### src/rtl/hdlc_fifo_watermark.sv
module hdlc_fifo_watermark #(
  parameter int DEPTH = 8,
  parameter int BURST = 4,
  parameter int CW    = $clog2(DEPTH + 1)
) (
  input  logic          clk,
  input  logic          rst_n,
  input  logic [CW-1:0] tx_count,
  input  logic [CW-1:0] rx_count,
  input  logic          rx_head_last,
  input  logic [1:0]    rx_last_bytes,
  input  logic          tx_burst_mode,
  input  logic          rx_burst_mode,
  input  logic          rx_dma_en,
  input  logic          tx_irq_en,
  input  logic          rx_irq_en,
  output logic          tx_avail,
  output logic          rx_avail,
  output logic [3:0]    rx_residue,
  output logic          tx_irq,
  output logic          rx_irq
);

  localparam logic [CW-1:0] DEPTH_C = CW'(DEPTH);
  localparam logic [CW-1:0] BURST_C = CW'(BURST);

  logic [CW-1:0] tx_free;
  logic [CW-1:0] tx_need, rx_need;
  logic          tx_ok, rx_ok, res_show;

  assign tx_free  = DEPTH_C - tx_count;
  assign tx_need  = tx_burst_mode ? BURST_C : CW'(1);
  assign rx_need  = rx_burst_mode ? BURST_C : CW'(1);
  assign tx_ok    = tx_free >= tx_need;
  assign rx_ok    = rx_count >= rx_need;
  assign res_show = rx_head_last && (rx_count != '0) &&
                    (!rx_burst_mode || (rx_count < BURST_C));

  always_ff @(posedge clk or negedge rst_n) begin
    if (!rst_n) begin
      tx_avail   <= 1'b0;
      rx_avail   <= 1'b0;
      rx_residue <= 4'b0;
      tx_irq     <= 1'b0;
      rx_irq     <= 1'b0;
    end else begin
      tx_avail   <= tx_ok;
      rx_avail   <= rx_ok;
      rx_residue <= res_show ? (4'b0001 << rx_last_bytes) : 4'b0;
      tx_irq     <= tx_ok & tx_irq_en;
      rx_irq     <= rx_ok & rx_irq_en & ~rx_dma_en;
    end
  end

  AST_COUNT_RANGE: assert property (@(posedge clk) disable iff (!rst_n)
    (tx_count <= DEPTH_C) && (rx_count <= DEPTH_C));
  AST_TX_FULL_LOW: assert property (@(posedge clk) disable iff (!rst_n)
    (tx_count == DEPTH_C) |=> !tx_avail);
  AST_RX_EMPTY_LOW: assert property (@(posedge clk) disable iff (!rst_n)
    (rx_count == '0) |=> (!rx_avail && rx_residue == 4'b0));
  AST_RES_ONEHOT: assert property (@(posedge clk) disable iff (!rst_n)
    $onehot0(rx_residue));
  AST_BURST_NO_RES: assert property (@(posedge clk) disable iff (!rst_n)
    (rx_burst_mode && rx_count >= BURST_C) |=> (rx_residue == 4'b0));
  AST_DMA_MASK: assert property (@(posedge clk) disable iff (!rst_n)
    rx_dma_en |=> !rx_irq);
  AST_TXIRQ_FLAG: assert property (@(posedge clk) disable iff (!rst_n)
    tx_irq |-> tx_avail);

endmodule

### config.mk
export PLATFORM = sky130hd
export DESIGN_NAME = hdlc_fifo_watermark
export DESIGN_NICKNAME = d
export VERILOG_FILES = /design/src/rtl/hdlc_fifo_watermark.sv
export SDC_FILE = /design/constraint.sdc
export NUM_CORES = 1
export LEC_CHECK = 0
export BUFFER_PORTS_ARGS = -buffer_cell sky130_fd_sc_hd__buf_2
export CAP_MARGIN = 20
export CORE_AREA = 4 4 41 43
export DETAILED_ROUTE_END_ITERATION = 10
export DIE_AREA = 0 0 45 47
export GPL_ROUTABILITY_DRIVEN = 0
export PLACE_DENSITY = 0.61
export SYNTH_ARGS = -nofsm -noshare
export SYNTH_HDL_FRONTEND = slang
export SYNTH_SLANG_ARGS = --single-unit
### constraint.sdc
create_clock -name clk -period 0.8 [get_ports clk]
set_input_delay 0 -clock clk [delete_from_list [all_inputs] [get_ports clk]]
set_output_delay 0 -clock clk [all_outputs]
set_load 0.01 [all_outputs]
# Yosys cells after proc, flatten, opt, wreduce, memory -nomap -nowiden
# Cells that the tools add are included.
[totals] n_memories=0 out_inout_bits=8 regBits=8 latch_bits=0 romBits=0 ram_bits=0 in_bits=18
[classes] n_div=0 n_shift=1 mul=0 eq_ne=0 n_addsub=1 n_mux=3 n_reduce_logical=5 bitwise=4 magnitude_cmp=3
[op_table] cell="greater-or-equal comparator 4 x 3 -> 1 bit" count=2
[op_table] cell="2-to-1 mux 3 bit" count=2
[op_table] cell="less-than comparator 4 x 3 -> 1 bit, second input constant" count=1
[op_table] cell="2-to-1 mux 4 bit" count=1
[op_table] cell="nonzero test 4 bit" count=1
[op_table] cell="<< shifter 1 x 2 -> 4 bit, first input constant" count=1
[op_table] cell="subtractor 4 bit, first input constant" count=1
[op_table] cell="AND 1 bit" count=3
[op_table] cell="logical AND 1 bit" count=2
[op_table] cell="logical NOT 1 bit" count=1
[op_table] cell="logical OR 1 bit" count=1
[op_table] cell="NOT 1 bit" count=1

# Longest topological paths before layout
[logic_depth] word_depth=4 ltp_mapped=6 mapped_depth_nobuf=6

# Least setup slack after synthesis
# Ideal clock, no wire load.
[synth_path] kind="input-to-reg" startpoint="in rx_count[0]" endpoint="reg rx_irq" required_ps=680 path_slack_ps=-410 setup_time_ps=120 cell_stages=5 arrival_time_ps=1090 cell_sequence="inv_1 > ha_1 > or3b_1 > a211o_1 > and3b_1"
[synth_via] elab_chain_len=3
[synth_lines] item="from (decl)" line_no="9" source="input logic [CW-1:0] rx_count,"
[synth_lines] item="greater-or-equal comparator 4 x 3 -> 1 bit" line_no="35" source="assign rx_ok = rx_count >= rx_need;"
[synth_lines] item="via rx_ok" line_no="29" source="logic tx_ok, rx_ok, res_show;"
[synth_lines] item="AND 1 bit (2 in series)" line_no="51" source="rx_irq <= rx_ok & rx_irq_en & ~rx_dma_en;"
[synth_lines] item="to (signal assigned)" line_no="51"
[synth_lines] item="to (decl)" line_no="21" source="output logic rx_irq"
# The timed path passes the listed nets, and every way through them passes these cells.

# Final worst setup path
[layout_path] startpoint="in rx_burst_mode" endpoint="reg rx_irq"
[layout_via] elab_chain_len=4
[layout_lines] item="from (decl)" line_no="13" source="input logic rx_burst_mode,"
[layout_lines] item="2-to-1 mux 3 bit" line_no="33" source="assign rx_need = rx_burst_mode ? BURST_C : CW'(1);"
[layout_lines] item="greater-or-equal comparator 4 x 3 -> 1 bit" line_no="35"
[layout_lines] item="via rx_ok" line_no="29"
[layout_lines] item="AND 1 bit (2 in series)" line_no="51"
# The timed path passes the listed nets, and every way through them passes these cells.

==> flow_metrics.py <==
metrics = {
    "worst_hold_path": {
        "worstHoldPathCells": 2,
        "min_to": "rx_avail$_DFF_PN0_",
        "hold_class": "input pin to register",
        "hp-start": "rx_count[3]",
    },
    "timing": {
        "fin_ws_ns": -0.1980,
        "tightest_slew_ns": 0.2214,
        "whs_ns": 0.002293,
        "hold_violations": 0,
        "maxSlewHeadroom_pct": 85.13,
        "finalSetupViolCount": 3,
        "finalMaxSlewViolations": 0,
        "fin_crit_sh_pct": 124.7,
        "post-route-min-period_ns": 0.9980,
        "max_freq_ghz": 1.002,
        "rsz0062_at_grt": "true",
    },
    "pwr": {
        "vdd_drop_max_uv": 535.0,
        "sw_frac_of_total_pct": 24.76,
        "pwr-share-clk_pct": 28.6,
        "power.internal_w": 0.0007697,
        "p_per_area_nw_per_um2": 1290,
        "combinationalPowerShare_pct": 28.9,
        "seq_power_share_pct": 42.5,
        "cellLeakagePower_nw": 0.3963,
        "p_switching_w": 0.0002533,
    },
    "routing": {
        "antenna_left": 0,
        "wl_met3_microns": 42,
        "wirelength_microns": 1016,
        "dr.pass1.iters": 1,
        "met1Wirelength_microns": 286,
        "post_drt_via_cell_ratio": 4.667,
        "wire_per_inst_microns": 11.68,
        "dr_wl_met2_microns": 668,
        "drc": 0,
        "vias": 406,
        "dr.max_layer_used": "met4",
        "drtIter0Drc": 0,
    },
    "run_status": {
        "status": "complete, but fails checks",
        "violations": "negative setup slack",
    },
    "layout": {
        "nFillCells": 117,
        "utilization_pct": 60.96,
        "layout.nets": 97,
        "syn_to_final_growth_pct": 93.29,
        "antenna_cells": 0,
        "final_area_sq_um": 793.3,
        "drive_gt1_share_pct": 59.72,
        "final_cells": 87,
    },
    "synthesis": {
        "ys_seq_area_share_pct": 48.78,
        "synth-xor-area-share_pct": 4.268,
        "ys_types": 18,
        "yosysTopAreaCell": "dfrtp_1",
        "synth-compound-area-share_pct": 9.146,
        "syn_nets": 58,
        "synth-simple-area-share_pct": 17.99,
        "synth_top_family_by_area": "simple AND/OR/NAND/NOR gates",
        "yosys.area_share.adder_pct": 15.24,
        "synth_area_leaders": "dfrtp_1, ha_1, and4b_1, inv_1, xnor2_1",
        "ys.warnings.count": 0,
        "synth-seq-cells": 8,
        "netlist.area_leader.share_pct": 48.78,
        "syn_area_sq_um": 410.4,
        "synth_mux_area_share_pct": 0,
        "synth.avg_cell_area_sq_um": 11.73,
        "synth_cells": 35,
    },
    "grt": {
        "grt_antenna_before_repair": 0,
        "grt_first_pass_wirelength_microns": 1656,
        "grt_max_degree": 9,
        "grt-ovfl-total": 0,
        "grt_pass1_vias": 438,
        "grt_usage_pct": 11.76,
    },
    "job": {
        "maxCapViolations": 0,
    },
    "floorplanning": {
        "start_util_pct": 31.54,
        "die_w_microns": 45,
        "boundaryPins": 26,
        "placementRows": 13,
        "die_h_microns": 47,
        "die-area_sq_um": 2115,
        "core_sq_um": 1301,
    },
    "setup_path": {
        "path_class": "input pin to register",
        "cp_max_fo": 2,
        "endpoint_kind": "register",
        "arrival_ns": 1.13,
        "slowest_stage": "or3b_1",
        "cp-start-kind": "input pin",
        "slowest_delay_ns": 0.34,
        "crit_chain": "buf_12, inv_12, ha_4, or3b_1, a211o_1, and3b_1",
        "cp_data_required_time_ns": 0.93,
    },
    "placement": {
        "dpl_cell_area_sq_um": 653.1,
        "port_buffers": 25,
        "dpl.hpwl_microns": 821.4,
        "dpl.cell_count": 78,
        "pre_cts_slack_ns": -0.5417,
    },
    "clock_network": {
        "root_buffer": "clkbuf_4",
        "clk_path_buf_depth": 2,
        "ctsHoldBuffers": 4,
        "htree_levels": 1,
        "cts_sinks": 8,
        "cts_buffers": 3,
        "cts_tree": "built",
        "clk_pin_slew_ns": 0.05,
    },
}
==> state kept, by name, indices dropped and copies added (netlist names) <==
register and count:
rx_irq 1, rx_residue 4, tx_avail 1, tx_irq 1
rx_avail 1
==> Yosys cell counts <==
cell type / number
a211o_1: 1
a21boi_0: 1
a21oi_1: 1
and3_1: 1
and3b_1: 1
and4_1: 1
and4b_1: 2
dfrtp_1: 8
ha_1: 5
inv_1: 5
nand2_1: 1
nor2_1: 1
nor3_1: 1
o21ai_0: 1
o41a_1: 1
or3b_1: 1
or3b_2: 1
xnor2_1: 2
==> cell type report <==
cell class | instances | area (sq um) | share of cell area [%]
Clock buffer | 3 | 22.52 | 2.839
Inverter | 5 | 53.80 | 6.782
Multi-Input combinational cell | 22 | 242.7 | 30.60
Sequential cell | 8 | 200.2 | 25.24
Tap cell | 15 | 18.77 | 2.366
Timing Repair Buffer | 34 | 255.2 | 32.18
==> worst max path at each step <==
stage	start	endpoint	slack [ns]	cells after the start
floorplan	rx_burst_mode	rx_irq$_DFF_PN0_	-0.30	5
global placement	rx_burst_mode	rx_irq$_DFF_PN0_	-0.52	6
detailed placement	rx_burst_mode	rx_irq$_DFF_PN0_	-0.54	6
CTS	rx_burst_mode	rx_irq$_DFF_PN0_	-0.19	6
global route	rx_burst_mode	rx_irq$_DFF_PN0_	-0.23	6
finish	rx_burst_mode	rx_irq$_DFF_PN0_	-0.20	6
==> cells in the final DEF, fill, tap and decap left out, types with 2 or more instances in the layout <==
cell type,n
buf_12,2
and4b_1,2
inv_12,2
ha_4,3
inv_4,2
buf_2,20
buf_4,5
buf_6,2
clkbuf_4,3
ha_1,2
xnor2_1,2
dlygate4sd3_1,4
dfrtp_1,8
==> power by group through the flow <==
stage	registers, W	clock network [W]	logic [W]
global route	0.000437	0.000327	0.000330
floorplan	0.000456	0	0.0000978
global placement	0.000440	0	0.000229
finish	0.000434	0.000293	0.000296
CTS	0.000434	0.000313	0.000276
detailed placement	0.000441	0	0.000235
==> worst max-delay path, delay by kind of cell <==
family          cells  cell delay [ns]
compound gates      1             0.28
fa+ha+maj           1             0.18
buf+inv             2             0.15
simple gates        2             0.52
==> logic make-up (layout without fill, tap and decap cells) <==
| logic type | Yosys count | in the layout |
|---|---|---|
| flops | 8 | 8 |
| xor+xnor | 2 | 2 |
| fa+ha+maj | 5 | 5 |
| compound gates | 5 | 5 |
| buf+inv | 5 | 42 |
| simple gates | 10 | 10 |
==> stage by stage <==
step                      power (W)  TNS (ns)
after floorplan           0.0005536   -0.6815
after global placement    0.0006695    -2.398
after detailed placement  0.0006760    -2.457
after CTS                  0.001024   -0.2604
after global routing       0.001093   -0.3799
final                      0.001023   -0.2401
==> per-layer routing <==
metal / vias to the layer above / global-route usage (%)
met5: - / 0
met4: 0 / 12.28
met3: 2 / 2.682
met2: 12 / 23.73
met1: 191 / 8.314
li1: 201 / -
==> repair_timing <==
action,in CTS,in global routing
resized for setup,10,5
pin swaps,3,3
endpoints found under the hold margin,12,1
setup buffers,2,0
setup endpoints to repair,4,4
Note: power is estimated with default switching activity, not from simulation.
